### src/rtl/rsq_pkg.sv
package rsq_pkg;

  typedef enum logic [1:0] {
    W_LOW  = 2'd0,
    W_HIGH = 2'd1,
    W_SYNC = 2'd2
  } word_e;

  // Cycles in a hold interval of 'us' microseconds at 'clk_hz'
  function automatic int unsigned cycles_for_us(int unsigned clk_hz, int unsigned us);
    return (clk_hz / 32'd1_000_000) * us;
  endfunction

  // Bus word for a given slot of the frame
  function automatic logic [15:0] pick_word(logic [31:0] evt, word_e w);
    case (w)
      W_LOW:   return evt[15:0];
      W_HIGH:  return evt[31:16];
      default: return 16'h0000;
    endcase
  endfunction

endpackage

### src/rtl/rsq_slot_timer.sv
module rsq_slot_timer #(
  parameter int HOLD_CYC   = 1600,
  parameter int SETUP_CYC  = 8,
  parameter int STROBE_CYC = 16
) (
  input  logic          clk,
  input  logic          rst_n,
  input  logic          start,
  output logic          busy,
  output rsq_pkg::word_e slot,
  output logic          strobe_on
);
  import rsq_pkg::*;

  localparam int CW = $clog2(HOLD_CYC + 1);
  localparam logic [CW-1:0] LAST   = CW'(HOLD_CYC - 1);
  localparam logic [CW-1:0] SU_LO  = CW'(SETUP_CYC);
  localparam logic [CW-1:0] SU_HI  = CW'(SETUP_CYC + STROBE_CYC);

  logic [CW-1:0] cnt;
  logic          slot_end;

  assign slot_end = busy && (cnt == LAST);

  always_ff @(posedge clk) begin
    if (!rst_n) begin
      busy <= 1'b0;
      cnt  <= '0;
      slot <= W_LOW;
    end else if (start) begin
      busy <= 1'b1;
      cnt  <= '0;
      slot <= W_LOW;
    end else if (slot_end) begin
      cnt <= '0;
      if (slot == W_SYNC) begin
        busy <= 1'b0;
        slot <= W_LOW;
      end else begin
        slot <= word_e'(slot + 2'd1);
      end
    end else if (busy) begin
      cnt <= cnt + 1'b1;
    end
  end

  // Strobe window, decoded from registered state only
  assign strobe_on = busy && (cnt >= SU_LO) && (cnt < SU_HI);

endmodule

### src/rtl/rsq_event_buffer.sv
module rsq_event_buffer #(
  parameter int DW = 32
) (
  input  logic          clk,
  input  logic          rst_n,
  input  logic          evt_valid,
  input  logic [DW-1:0] evt_data,
  input  logic          busy,
  output logic          start,
  output logic [DW-1:0] start_data,
  output logic          drop_flag
);
  logic          pend_full;
  logic [DW-1:0] pend_data;

  assign start      = !busy && (pend_full || evt_valid);
  assign start_data = pend_full ? pend_data : evt_data;

  always_ff @(posedge clk) begin
    if (!rst_n) begin
      pend_full <= 1'b0;
      pend_data <= '0;
      drop_flag <= 1'b0;
    end else if (!busy) begin
      if (pend_full) begin
        pend_full <= evt_valid;
        if (evt_valid) pend_data <= evt_data;
      end
    end else if (evt_valid) begin
      if (!pend_full) begin
        pend_full <= 1'b1;
        pend_data <= evt_data;
      end else begin
        drop_flag <= 1'b1;
      end
    end
  end

endmodule

### src/rtl/recorder_sequencer.sv
module recorder_sequencer #(
  parameter int CLK_HZ     = 80_000_000,
  parameter int HOLD_US    = 20,
  parameter int SETUP_CYC  = 8,
  parameter int STROBE_CYC = 16
) (
  input  logic        clk,
  input  logic        rst_n,
  input  logic        evt_valid,
  input  logic [31:0] evt_data,
  output logic [15:0] rec_q,
  output logic        rec_req_n,
  output logic        rec_wr_n,
  output logic        drop_flag
);
  import rsq_pkg::*;

  localparam int HOLD_CYC = int'(cycles_for_us(CLK_HZ, HOLD_US));

  logic        frame_start;
  logic [31:0] start_data;
  logic        busy;
  word_e       slot;
  logic        strobe_on;
  logic [31:0] frame_word;

  rsq_event_buffer #(.DW(32)) u_buf (
    .clk(clk), .rst_n(rst_n),
    .evt_valid(evt_valid), .evt_data(evt_data),
    .busy(busy),
    .start(frame_start), .start_data(start_data),
    .drop_flag(drop_flag)
  );

  rsq_slot_timer #(
    .HOLD_CYC(HOLD_CYC), .SETUP_CYC(SETUP_CYC), .STROBE_CYC(STROBE_CYC)
  ) u_tmr (
    .clk(clk), .rst_n(rst_n),
    .start(frame_start),
    .busy(busy), .slot(slot), .strobe_on(strobe_on)
  );

  always_ff @(posedge clk) begin
    if (!rst_n)           frame_word <= '0;
    else if (frame_start) frame_word <= start_data;
  end

  assign rec_q     = busy ? pick_word(frame_word, slot) : 16'h0000;
  assign rec_req_n = !busy;
  assign rec_wr_n  = !strobe_on;

endmodule

### config.mk
export PLATFORM = sky130hd
export DESIGN_NAME = recorder_sequencer
export DESIGN_NICKNAME = d
export VERILOG_FILES = /design/src/rtl/rsq_pkg.sv /design/src/rtl/rsq_slot_timer.sv /design/src/rtl/rsq_event_buffer.sv /design/src/rtl/recorder_sequencer.sv
export SDC_FILE = /design/constraint.sdc
export NUM_CORES = 1
export LEC_CHECK = 0
export ABC_CLOCK_PERIOD_IN_PS = 2600
export CORE_MARGIN = 2
export CORE_UTILIZATION = 42
export CTS_BUF_LIST = sky130_fd_sc_hd__clkbuf_8
export CTS_CLUSTER_SIZE = 28
export DETAILED_ROUTE_END_ITERATION = 7
export GPL_ROUTABILITY_DRIVEN = 0
export HOLD_SLACK_MARGIN = 0.1
export REMOVE_ABC_BUFFERS = 1
export SKIP_CTS_REPAIR_TIMING = 1
export SLEW_MARGIN = 20
export SYNTH_ARGS = -nofsm -noshare
export SYNTH_HDL_FRONTEND = slang
export SYNTH_SLANG_ARGS = --single-unit
### constraint.sdc
create_clock -name clk -period 2.6 [get_ports clk]
set_clock_uncertainty 0.05 [all_clocks]
set_input_delay 0.52 -clock clk [delete_from_list [all_inputs] [get_ports clk]]
set_output_delay 0.52 -clock clk [all_outputs]
set_load 0.05 [all_outputs]
==> metrics.txt, run 1 <==
largest net degree at the start of global routing 67; min Tclk post-route 2.34 ns; headroom to the max-slew limit 33.6%; initial core utilization between 40% and 50%; clk root buf clkbuf_8; number of port buffers 53; fin util 53.6%; share of layout cells above drive strength 1 11.5%; antenna cells 0; Final Hold Fails 0; DRT antenna net count 0; final wirelength 8.71 mm; CP Max Fanout 8; most frequent cells in the layout dfxtp_1, nor2_1, mux2i_1; Final Cycle Share 89.9%; DRT met1 WL about 4.3 mm; CTS tree done; deepest clock path buffer count 2; Final TNS setup 0 ns; cells along the critical path nor4b_2, nand4b_1, buf_4; Num CTS Buffers 9; Clock Latency Late Sink 0.35 ns; initial antenna violation count 0; final-report max-slew violation count 0; sequential share of the synthesized area 43.7%; die span in x 97.4 um; CORE AREA 0.00859 mm2; CTS sink cnt 80; routed via count 3093; Fmax between 400 and 500 MHz; commonest non-fill, non-tap cell in the layout dfxtp_1; mapped cell area 0.00366 mm2; H-tree depth 3; Leak 1.56 nW; P&R area growth vs syn 25.8%; Max Used Layer met4; Crit Path Class register to output pin; first-pass GRT wire length between 10 and 15 mm; yosys warns 0; clock-pin slew on the worst setup and hold paths 0.08 ns; initial drt markers 105; Worst path max stage delay just over 0.6 ns; met3 routed WL between 200 and 300 um; die area approximately 0.0095 mm2; Mapped Cells 418; Power Density about 590 mW/mm2; endpoints failing setup 0; PnR Total Power 2.73 mW; I/O pin cnt 54; GRT Util Overall 18.7%; CP max stage cell dfxtp_1; Seq cells post-synth 80; CP Launch Type register; Placed Area 0.00442 mm2; VDD IR max 286 uV; Cell variety after synth 33; grt ovf 0; Design Area, Final 0.00461 mm2; CP Data Required Time 2.03 ns; type of the tightest min-delay check register to register; row cnt 34; syn avg cell area roughly 9 um2; DRC 0; status complete, no violations; routed wl met2 3.99 mm; via-per-instance ratio 5.46; Worst Path Arrival 1.77 ns; Worst Tran Pin Value ~1 ns; routed len/inst 15.4 um; die span in y 97.4 um; MaxCap Viol Count 0; Crit. End Element output pin; vias in the first global route 2954; final net count 493; hpwl dp 5.53 mm; TritonRoute pass-1 iters 4; RSZ-0062 raised after global routing false
[through the flow]
step | worst slack, ns | hold slack (ns) | cells
after global placement | 0.487 | 0.408 | 553
after floorplan | -0.405 | 0.404 | 379
final | 0.263 | 0.427 | 567
after detailed placement | 0.432 | 0.416 | 553
after CTS | 0.225 | 0.428 | 567
after global routing | 0.169 | 0.451 | 567
[cell usage after synthesis, drive strengths merged]
| cell type | instances | area share [%] |
|---|---|---|
| dfxtp | 80 | 44 |
| nor2 | 56 | 5.7 |
| mux2i | 49 | 13 |
| a21oi | 42 | 5.7 |
| o21ai | 36 | 4.9 |
| nand3 | 35 | 4.8 |
| a211oi | 32 | 6.6 |
| clkbuf | 20 | 2.1 |
| buf | 19 | 2.9 |
| nand4 | 7 | 1.5 |
| o31ai | 6 | 1.2 |
| inv | 5 | 0.51 |
| xor2 | 5 | 1.4 |
| nand2 | 4 | 0.48 |
| or3 | 3 | 0.51 |
| or4 | 3 | 0.62 |
| ha | 2 | 0.68 |
| nand2b | 2 | 0.34 |
| xnor2 | 2 | 0.48 |
| a311o | 1 | 0.27 |
| a31oi | 1 | 0.17 |
| and3 | 1 | 0.17 |
| and4 | 1 | 0.24 |
| nand4b | 1 | 0.24 |
| nor2b | 1 | 0.17 |
| nor4 | 1 | 0.17 |
| nor4b | 1 | 0.41 |
| o21ba | 1 | 0.27 |
| or4b | 1 | 0.27 |
[flip-flops by register name, summed over array words and instances (netlist names)]
register,count
u_tmr.busy,1
u_tmr.cnt,11
u_buf.pend_data,32
u_buf.pend_full,1
u_tmr.slot,2
u_buf.drop_flag,1
frame_word,32
[where the power goes]
group	internal (mW)	leakage [nW]	switching (mW)
Sequential	1.31	0.656	0.0471
Combinational	0.217	0.817	0.278
Clock	0.435	0.0876	0.449
[critical path, delay by kind of cell (launching register included)]
| kind | cells | cell delay (ns) |
|---|---|---|
| DFF | 1 | 0.61 |
| buffers and inverters | 1 | 0.22 |
| and+or+nand+nor | 2 | 0.59 |
[worst paths after layout]
check / cells after the start / slack, ns / end / start
setup / recovery: 3 / 0.26 / rec_wr_n / u_tmr.busy$_SDFFE_PN0P_
hold reg to reg: 2 / 0.43 / u_buf.pend_data[12]$_SDFFE_PN0P_ / u_buf.pend_data[12]$_SDFFE_PN0P_
setup reg to reg: 4 / 0.61 / u_buf.pend_data[27]$_SDFFE_PN0P_ / u_tmr.busy$_SDFFE_PN0P_
hold / removal: 2 / 0.43 / u_buf.pend_data[12]$_SDFFE_PN0P_ / u_buf.pend_data[12]$_SDFFE_PN0P_
[cell type report]
| class | instances | area, um2 |
|---|---|---|
| Clock buffer | 9 | 124 |
| Clock inverter | 5 | 58.8 |
| Fill cell | 804 | 3990 |
| Inverter | 5 | 18.8 |
| Multi-Input combinational cell | 294 | 1870 |
| Sequential cell | 80 | 1600 |
| Tap cell | 108 | 135 |
| Timing Repair Buffer | 66 | 798 |
[cells by family (layout without fill, tap and decap cells)]
family	count (synthesis)	in the layout	share of synthesized area, %
simple gates	117	117	15.7
buf+inv	44	85	5.43
xor+xnor	7	7	1.88
mux	49	49	13.4
compound gates	119	119	19.2
flops	80	80	43.7
fa+ha+maj	2	2	0.683
[per-layer routing]
layer  up-vias  GRT usage, %
li1       1580             -
met1      1448          25.5
met2        52          29.7
met3        13          3.17
met4         0          7.37
met5         -             0
Note: power is estimated with default switching activity, not from simulation.
==> run 2: changes to the inputs <==
--- a/config.mk
+++ b/config.mk
@@ -5,7 +5,7 @@
 export SDC_FILE = /design/constraint.sdc
 export NUM_CORES = 1
 export LEC_CHECK = 0
-export ABC_CLOCK_PERIOD_IN_PS = 2600
+export ABC_CLOCK_PERIOD_IN_PS = 1900
 export CORE_MARGIN = 2
 export CORE_UTILIZATION = 42
 export CTS_BUF_LIST = sky130_fd_sc_hd__clkbuf_8
@@ -13,6 +13,7 @@
 export DETAILED_ROUTE_END_ITERATION = 7
 export GPL_ROUTABILITY_DRIVEN = 0
 export HOLD_SLACK_MARGIN = 0.1
+export PLACE_DENSITY = 0.67
 export REMOVE_ABC_BUFFERS = 1
 export SKIP_CTS_REPAIR_TIMING = 1
 export SLEW_MARGIN = 20
==> constraint.sdc (replaced) <==
create_clock -name clk -period 1.9 [get_ports clk]
set_clock_uncertainty 0.05 [all_clocks]
set_input_delay 0.38 -clock clk [delete_from_list [all_inputs] [get_ports clk]]
set_output_delay 0.38 -clock clk [all_outputs]
set_load 0.05 [all_outputs]
==> metrics.txt, run 2 (same netlist as run 1, synthesis figures left out) <==
P&R area growth vs syn 33.8%; status complete, no violations; Worst Tran Pin Value between 0.7 and 0.8 ns; share of layout cells above drive strength 1 19.7%; commonest non-fill, non-tap cell in the layout dfxtp_1; endpoints failing setup 0; final wirelength 8.81 mm; vias in the first global route 2968; WP buf/inv 2; TritonRoute pass-1 iters 5; headroom to the max-slew limit 46.6%; final-report max-slew violation count 0; initial antenna violation count 0; DRC 0; Worst Path Arrival approximately 1.4 ns; Final Cycle Share 97.4%; CP Launch Type register; Placed Area 0.00452 mm2; largest net degree at the start of global routing 45; Design Area, Final 0.00490 mm2; FF+latch area 0.00161 mm2; number of port buffers 53; fill count 746; initial core utilization a little over two fifths; Regs by FF count frame_word x32, u_buf.pend_data x32, u_tmr.cnt x11; Leak 1.68 nW; routed len/inst 15.2 um; clock-pin slew on the worst setup and hold paths 0.10 ns; die span in x 97.4 um; CTS tree done; Num CTS Buffers 9; placed cells 561; Final Hold Fails 0; Crit. End Element output pin; antenna cells 0; Top delay family on crit path flip-flops; DRT antenna net count 0; type of the tightest min-delay check register to register; clk root buf clkbuf_8; worst setup path start u_tmr.busy$_SDFFE_PN0P_; die area 0.00948 mm2; deepest clock path buffer count 2; I/O pin cnt 54; cells along the critical path buf_8, nor4b_4, nand4b_1, buf_6; VDD IR max about 430 uV; MaxCap Viol Count 0; die span in y between 90 and 100 um; hpwl dp 5.53 mm; fin util 57.0%; CP max stage cell dfxtp_4; CP Max Fanout 5; initial drt markers 149; H-tree depth 3; worst hold start u_tmr.slot[1]$_SDFFE_PP0P_; first-pass GRT wire length 14.5 mm; final net count 505; CP Data Required Time 1.47 ns; Crit Reg-Reg Startpoint u_tmr.busy$_SDFFE_PN0P_; routed via count 3218; Fmax 541 MHz; grt ovf 0; Non-Filler Instances 581; most frequent cells in the layout dfxtp_1, mux2i_1, nor2_1; Clock Latency Late Sink roughly 0.36 ns; RSZ-0062 raised after global routing true; GRT Util Overall 18.8%; row cnt 34; min Tclk post-route 1.85 ns; PnR Total Power 3.94 mW; multi-input logic area 0.00198 mm2; Worst path max stage delay 0.39 ns; CORE AREA 0.00859 mm2; via-per-instance ratio 5.54; Crit Path Class register to output pin; CTS sink cnt 80; Power Density about 800 mW/mm2
[run 2: cell types whose count changed in the layout (fill, tap and decap cells not counted), moves of 5 or more]
| cell | change |
|---|---|
| buf_4 | +6 |
| nor2_2 | +7 |
| mux2i_2 | +5 |
| mux2i_1 | -6 |
| nor2_1 | -13 |
| nor2_4 | +6 |
[run 2: layer usage]
metal	up-vias	track usage (%)	share of wire [%]
li1	1607	-	-
met1	1510	24.7	44
met2	93	30.3	49
met3	8	3.88	5.3
met4	0	7.16	1.2
met5	-	0	0
[run 2: final timing paths]
kind	endpoint	slack, ns	cells after the start
max	rec_wr_n	0.05	4
min	u_tmr.busy$_SDFFE_PN0P_	0.43	1
max reg2reg	u_buf.pend_data[11]$_SDFFE_PN0P_	0.13	5
min reg2reg	u_tmr.busy$_SDFFE_PN0P_	0.43	1
[run 2: through the flow]
| step | setup WS (ns) | TNS (ns) | hold slack [ns] |
|---|---|---|---|
| 2_1_floorplan | -1.11 | -74.10 | 0.404 |
| 3_3_place_gp | 0.00309 | 0 | 0.409 |
| 3_5_place_dp | -0.0183 | -0.0278 | 0.416 |
| 4_1_cts | -0.227 | -2.45 | 0.428 |
| 5_1_grt | -0.0140 | -0.0140 | 0.454 |
| 6_report | 0.0503 | 0 | 0.426 |
[run 2: cell type report]
class / instances / share of cell area, %
clock buffers: 9 / 2.53
clock inverters: 7 / 1.76
inverters: 5 / 0.383
multi-input cells: 294 / 40.4
flip-flops and latches: 80 / 32.9
well taps: 108 / 2.76
repair buffers: 78 / 19.3
[run 2: power by group]
part           total [mW]  internal (mW)  leakage [nW]  switching (mW)
clock                1.33          0.636         0.104           0.693
sequential           1.85           1.79         0.658          0.0610
combinational       0.758          0.345         0.917           0.413
